### src/rtl/pd_div_pkg.sv
package pd_div_pkg;
  typedef enum logic {
    PH_IDLE = 1'b0,
    PH_RUN  = 1'b1
  } phase_e;
endpackage

### src/rtl/pd_prescaler.sv
module pd_prescaler #(
  parameter int P_W = 6
) (
  input  logic clk_i,
  input  logic rst_ni,
  input  logic clr_i,
  input  logic mod_hi_i,
  output logic tick_o
);
  localparam logic [P_W:0] LAST_HI = (P_W+1)'(1) << P_W;
  localparam logic [P_W:0] LAST_LO = LAST_HI - (P_W+1)'(1);

  logic [P_W:0] cnt_q;

  assign tick_o = (cnt_q == (mod_hi_i ? LAST_HI : LAST_LO));

  always_ff @(posedge clk_i or negedge rst_ni) begin
    if (!rst_ni)                cnt_q <= '0;
    else if (clr_i || tick_o)   cnt_q <= '0;
    else                        cnt_q <= cnt_q + (P_W+1)'(1);
  end
endmodule

### src/rtl/pd_swallow_cnt.sv
module pd_swallow_cnt #(
  parameter int P_W = 6
) (
  input  logic           clk_i,
  input  logic           rst_ni,
  input  logic           load_i,
  input  logic [P_W-1:0] a_i,
  input  logic           tick_i,
  output logic           mod_hi_o
);
  logic [P_W-1:0] rem_q;

  assign mod_hi_o = (rem_q != '0);

  always_ff @(posedge clk_i or negedge rst_ni) begin
    if (!rst_ni)                  rem_q <= '0;
    else if (load_i)              rem_q <= a_i;
    else if (tick_i && mod_hi_o)  rem_q <= rem_q - P_W'(1);
  end
endmodule

### src/rtl/pd_main_cnt.sv
module pd_main_cnt #(
  parameter int B_W = 12
) (
  input  logic           clk_i,
  input  logic           rst_ni,
  input  logic           load_i,
  input  logic [B_W-1:0] b_i,
  input  logic           tick_i,
  output logic           last_o
);
  logic [B_W-1:0] rem_q;

  assign last_o = (rem_q == B_W'(1));

  always_ff @(posedge clk_i or negedge rst_ni) begin
    if (!rst_ni)      rem_q <= '0;
    else if (load_i)  rem_q <= b_i;
    else if (tick_i)  rem_q <= rem_q - B_W'(1);
  end
endmodule

### src/rtl/pd_divider.sv
module pd_divider
  import pd_div_pkg::*;
#(
  parameter int P_W = 6,
  parameter int B_W = 12,
  localparam int R_W = P_W + B_W
) (
  input  logic           clk_i,
  input  logic           rst_ni,
  input  logic           standby_i,
  input  logic [R_W-1:0] ratio_i,
  output logic           div_o,
  output logic           mod_hi_o
);
  phase_e         phase_q;
  logic [B_W-1:0] b_raw, b_eff;
  logic [P_W-1:0] a_raw, a_eff;
  logic           idle, pre_tick, main_last, cyc_end, load, div_q;

  assign b_raw = ratio_i[R_W-1:P_W];
  assign a_raw = ratio_i[P_W-1:0];
  // B of zero acts as one; A never exceeds B
  assign b_eff = (b_raw == '0) ? B_W'(1) : b_raw;
  assign a_eff = (B_W'(a_raw) > b_eff) ? b_eff[P_W-1:0] : a_raw;

  assign idle    = standby_i || (phase_q == PH_IDLE);
  assign cyc_end = pre_tick && main_last && !idle;
  assign load    = idle || cyc_end;

  always_ff @(posedge clk_i or negedge rst_ni) begin
    if (!rst_ni) begin
      phase_q <= PH_IDLE;
      div_q   <= 1'b0;
    end else begin
      phase_q <= PH_RUN;
      div_q   <= cyc_end;
    end
  end

  pd_prescaler #(.P_W(P_W)) i_pre (
    .clk_i    (clk_i),
    .rst_ni   (rst_ni),
    .clr_i    (idle),
    .mod_hi_i (mod_hi_o),
    .tick_o   (pre_tick)
  );

  pd_swallow_cnt #(.P_W(P_W)) i_swl (
    .clk_i    (clk_i),
    .rst_ni   (rst_ni),
    .load_i   (load),
    .a_i      (a_eff),
    .tick_i   (pre_tick),
    .mod_hi_o (mod_hi_o)
  );

  pd_main_cnt #(.B_W(B_W)) i_main (
    .clk_i  (clk_i),
    .rst_ni (rst_ni),
    .load_i (load),
    .b_i    (b_eff),
    .tick_i (pre_tick),
    .last_o (main_last)
  );

  assign div_o = div_q;
endmodule

### config.mk
export PLATFORM = sky130hd
export DESIGN_NAME = pd_divider
export DESIGN_NICKNAME = d
export VERILOG_FILES = /design/src/rtl/pd_div_pkg.sv /design/src/rtl/pd_prescaler.sv /design/src/rtl/pd_swallow_cnt.sv /design/src/rtl/pd_main_cnt.sv /design/src/rtl/pd_divider.sv
export SDC_FILE = /design/constraint.sdc
export NUM_CORES = 1
export LEC_CHECK = 0
export BUFFER_PORTS_ARGS = -buffer_cell sky130_fd_sc_hd__buf_2
export CAP_MARGIN = 20
export CORE_ASPECT_RATIO = 2
export CORE_MARGIN = 10
export CORE_UTILIZATION = 50
export DETAILED_ROUTE_END_ITERATION = 8
export GPL_ROUTABILITY_DRIVEN = 0
export HOLD_SLACK_MARGIN = 0.02
export PLACE_DENSITY = 0.73
export SYNTH_ARGS = -nofsm -noshare
export SYNTH_HDL_FRONTEND = slang
export SYNTH_SLANG_ARGS = --single-unit
### constraint.sdc
create_clock -name clk_i -period 2 [get_ports clk_i]
set_input_delay 0 -clock clk_i [delete_from_list [all_inputs] [get_ports clk_i]]
set_output_delay 0 -clock clk_i [all_outputs]
set_load 0.05 [all_outputs]
==> impl_results.md <==
* Placed cell area at 0.002255 mm²
* Post-Syn Area at 0.001872 mm²
* Layout cell share with drive strength beyond 1 at 0.3463
* IO buf count at 22
* R2R Setup Slk at -160 ps
* First-pass GRT wire length at 8521 µm
* Setup violators final at 24
* Htree depth at 1
* Final ANT Viol Nets at 0
* Crit Path Max Fanout at 3
* Skew-Pair Late Insertion Delay at 290 ps
* Slew Limit Fails at 0
* Fin crit period at 2157 ps
* CP Buf/Inv Count at 1
* Clk pin slew, worst setup/hold paths at 110 ps
* Worst hold slack at 34.68 ps
* R2R Path End: i_swl.rem_q[0]
* Clock share of power at 0.278
* Die Ht at 106.5 µm
* CP startpoint: i_swl.rem_q[0]
* Syn_nets at 224
* Worst VDD drop at 567.9 µV
* Critical R2R Launch: i_swl.rem_q[0]
* Die Width at 63.27 µm
* Leak at 1.109 nW
* Drt total wl at 5284 µm
* Total core area at 0.003607 mm²
* Initial antenna violation count at 0
* HP Class: input pin to flop
* Violated checks: setup timing
* Non-Filler Instances at 306
* Sw frac at 0.3012
* Commonest cells after routing, fill and taps aside: buf_4 (29), dfrtp_1 (27), buf_2 (22), nor2_1 (16), mux2i_1 (11)
* Sequential power share at 0.492
* Total gr overflow at 0
* Relative slew slack at 0.5716
* DIE AREA at 0.006740 mm²
* Final HPWL DP at 3988 µm
* Worst setup margin at -157.0 ps
* Rows at 31
* Synth Warn # at 0
* Initial DRC count at 48
* Vias in the first global route at 1917
* Syn Inst Count at 193
* Final core utilization at 0.6913
* CP Cell Sequence: inv_2, ha_4, or3b_4, o211a_4, or2_4, a21oi_4, mux2_4
* CP top delay family: simple AND/OR/NAND/NOR gates
* Layout Skew at 2.848 ps
* Worst path arrival time at 2340 ps
* Top FF cell, synth: dfrtp_1
* Area growth syn-to-layout at 33.22%
* Net count reported at finish at 289
* #FFs+latches synth at 27
* Critical Path RT at 2180 ps
* Clock Path Buffers at 2
* Worst setup EP type: flop
* Crit-path max cell delay at 400 ps
* Num Clock Sinks at 27
* Combinational power share at 0.230
* Wire per inst at 17.27 µm
* Dpl cells at 290
* Unrepaired setup endpoints after global routing: true
* Max Cap Viol at 0
* FILL cells at 312
* Slew @ Worst Pin at 642.6 ps
* Fmax at 463.6 MHz
* Vias at 1794
* EDFF count, synth at 0
* Most common cell after layout, fill and taps aside: buf_4
* Pwr/cell area at 499.8 mW/mm²
* Vias per std cell at 5.863
* Clock buffer count from CTS at 3
* Starting Density at 0.5189
* Unique masters post-synth at 54
* Status: finished, violations left
* Critical path startpoint category: flop
* CTS tree: done
* Fraction of registers with async set/reset at 1.000
* GRT Total Usage at 0.1546
* Net Switching at 375.4 µW
* Pwr Total at 1.246 mW
* Period utilization at 1.078
* Drc violations at 0
* Sequential share of the synthesized area at 0.3610
* Finished layout cell area at 0.002494 mm²
* Critical path depth at 7
* WS Path Type: flop to flop
* Pre-antenna DRT Iters at 4
* Fin. Hold Viols at 0
* Internal Power at 871.0 µW
* CP Capture Point: i_swl.rem_q[0]
* I/O pins at 23
* FF-to-FF path depth at 7
* Syn_area_per_cell at 9.698 µm²
* CP max stage cell: dfrtp_1
* ANT cells at 0
* Largest net degree at the start of global routing at 28
* Clock root cell: clkbuf_8
-- through the flow --
| step | worst slack [ps] | TNS, ps |
|---|---|---|
| CTS | -141.7 | -2086 |
| floorplan | -172.8 | -516.4 |
| detailed placement | -144.2 | -2147 |
| global placement | -107.1 | -1321 |
| global route | -260.8 | -4751 |
| finish | -157.0 | -2206 |
-- metal layers --
| metal | vias to the layer above | track usage | share of wire |
|---|---|---|---|
| met4 | 0 | 0.07547 | 0.030 |
| met3 | 13 | 0.02419 | 0.032 |
| met5 | - | 0 | 0 |
| met1 | 882 | 0.1488 | 0.36 |
| li1 | 849 | - | - |
| met2 | 50 | 0.3029 | 0.58 |
-- cells by family (layout without fill, tap and decap cells) --
| family | count (synthesis) | after routing | synth area share |
|---|---|---|---|
| simple gates | 70 | 70 | 0.2179 |
| xor+xnor | 10 | 10 | 0.04679 |
| flops | 27 | 27 | 0.3610 |
| buf+inv | 17 | 81 | 0.04412 |
| other cells | 1 | 1 | 0.002003 |
| compound gates | 46 | 46 | 0.1945 |
| mux | 12 | 12 | 0.06684 |
| fa+ha+maj | 10 | 10 | 0.06684 |
-- cell usage after synthesis, drive strengths merged, types with 4 or more instances --
cell type | number | area share
xor2 | 8 | 0.037
a21oi | 9 | 0.030
mux2i | 11 | 0.059
nand3 | 9 | 0.024
dfrtp | 27 | 0.36
nand2 | 8 | 0.017
nor3 | 8 | 0.021
nor2 | 17 | 0.038
nor4 | 5 | 0.031
nand4 | 4 | 0.013
ha | 10 | 0.067
inv | 11 | 0.022
o21ai | 5 | 0.019
-- what timing repair did --
| item | CTS | global route |
|---|---|---|
| hold endpoints to repair | 34 | 0 |
| hold buffers | 8 | 0 |
| resized for setup | 1 | 20 |
| buffers inserted | 2 | 2 |
| pin swaps | 2 | 10 |
| endpoints found under the setup margin | 18 | 25 |
-- power groups by stage --
stage	Sequential, mW	Clock (mW)	Combinational [mW]
finish	0.613	0.347	0.287
global route	0.617	0.366	0.316
detailed placement	0.622	0	0.255
CTS	0.611	0.351	0.273
global placement	0.621	0	0.247
floorplan	0.621	0	0.130
-- state kept, by name (all words and copies together), names as in the netlist --
register	cells
i_swl.rem_q	6
i_pre.cnt_q	7
phase_q	1
i_main.rem_q	12
div_o	1
-- worst min-delay path by stage --
| stage | from | endpoint | slack [ps] | cells past startpoint |
|---|---|---|---|---|
| after floorplan | rst_ni | div_o | -300 | 0 |
| after global placement | rst_ni | i_pre.cnt_q[4] | 50 | 1 |
| after detailed placement | rst_ni | i_pre.cnt_q[4] | 50 | 1 |
| after CTS | ratio_i[10] | i_main.rem_q[4] | 40 | 3 |
| after global routing | ratio_i[10] | i_main.rem_q[4] | 60 | 3 |
| final | ratio_i[10] | i_main.rem_q[4] | 30 | 3 |
-- area by class of cell --
class                           instances  area (µm²)  share of cell area
Timing Repair Buffer                   66       486.7              0.1952
Clock buffer                            3       41.29             0.01656
Inverter                               11       41.29             0.01656
Clock inverter                          1       8.758            0.003512
Sequential cell                        27       675.6              0.2709
Multi-Input combinational cell        149        1179              0.4727
Tap cell                               49       61.31             0.02459
-- worst reg2reg max path, delay by kind of cell, from the launching register on --
| kind | cells | cell delay [ps] |
|---|---|---|
| AO/OA/AOI/OAI | 2 | 440 |
| adder cells (fa/ha/maj) | 1 | 120 |
| buffers and inverters | 1 | 80 |
| flip-flops | 1 | 400 |
| multiplexers | 1 | 330 |
| AND/OR/NAND/NOR | 2 | 660 |
(Power assumes the default switching activity.)
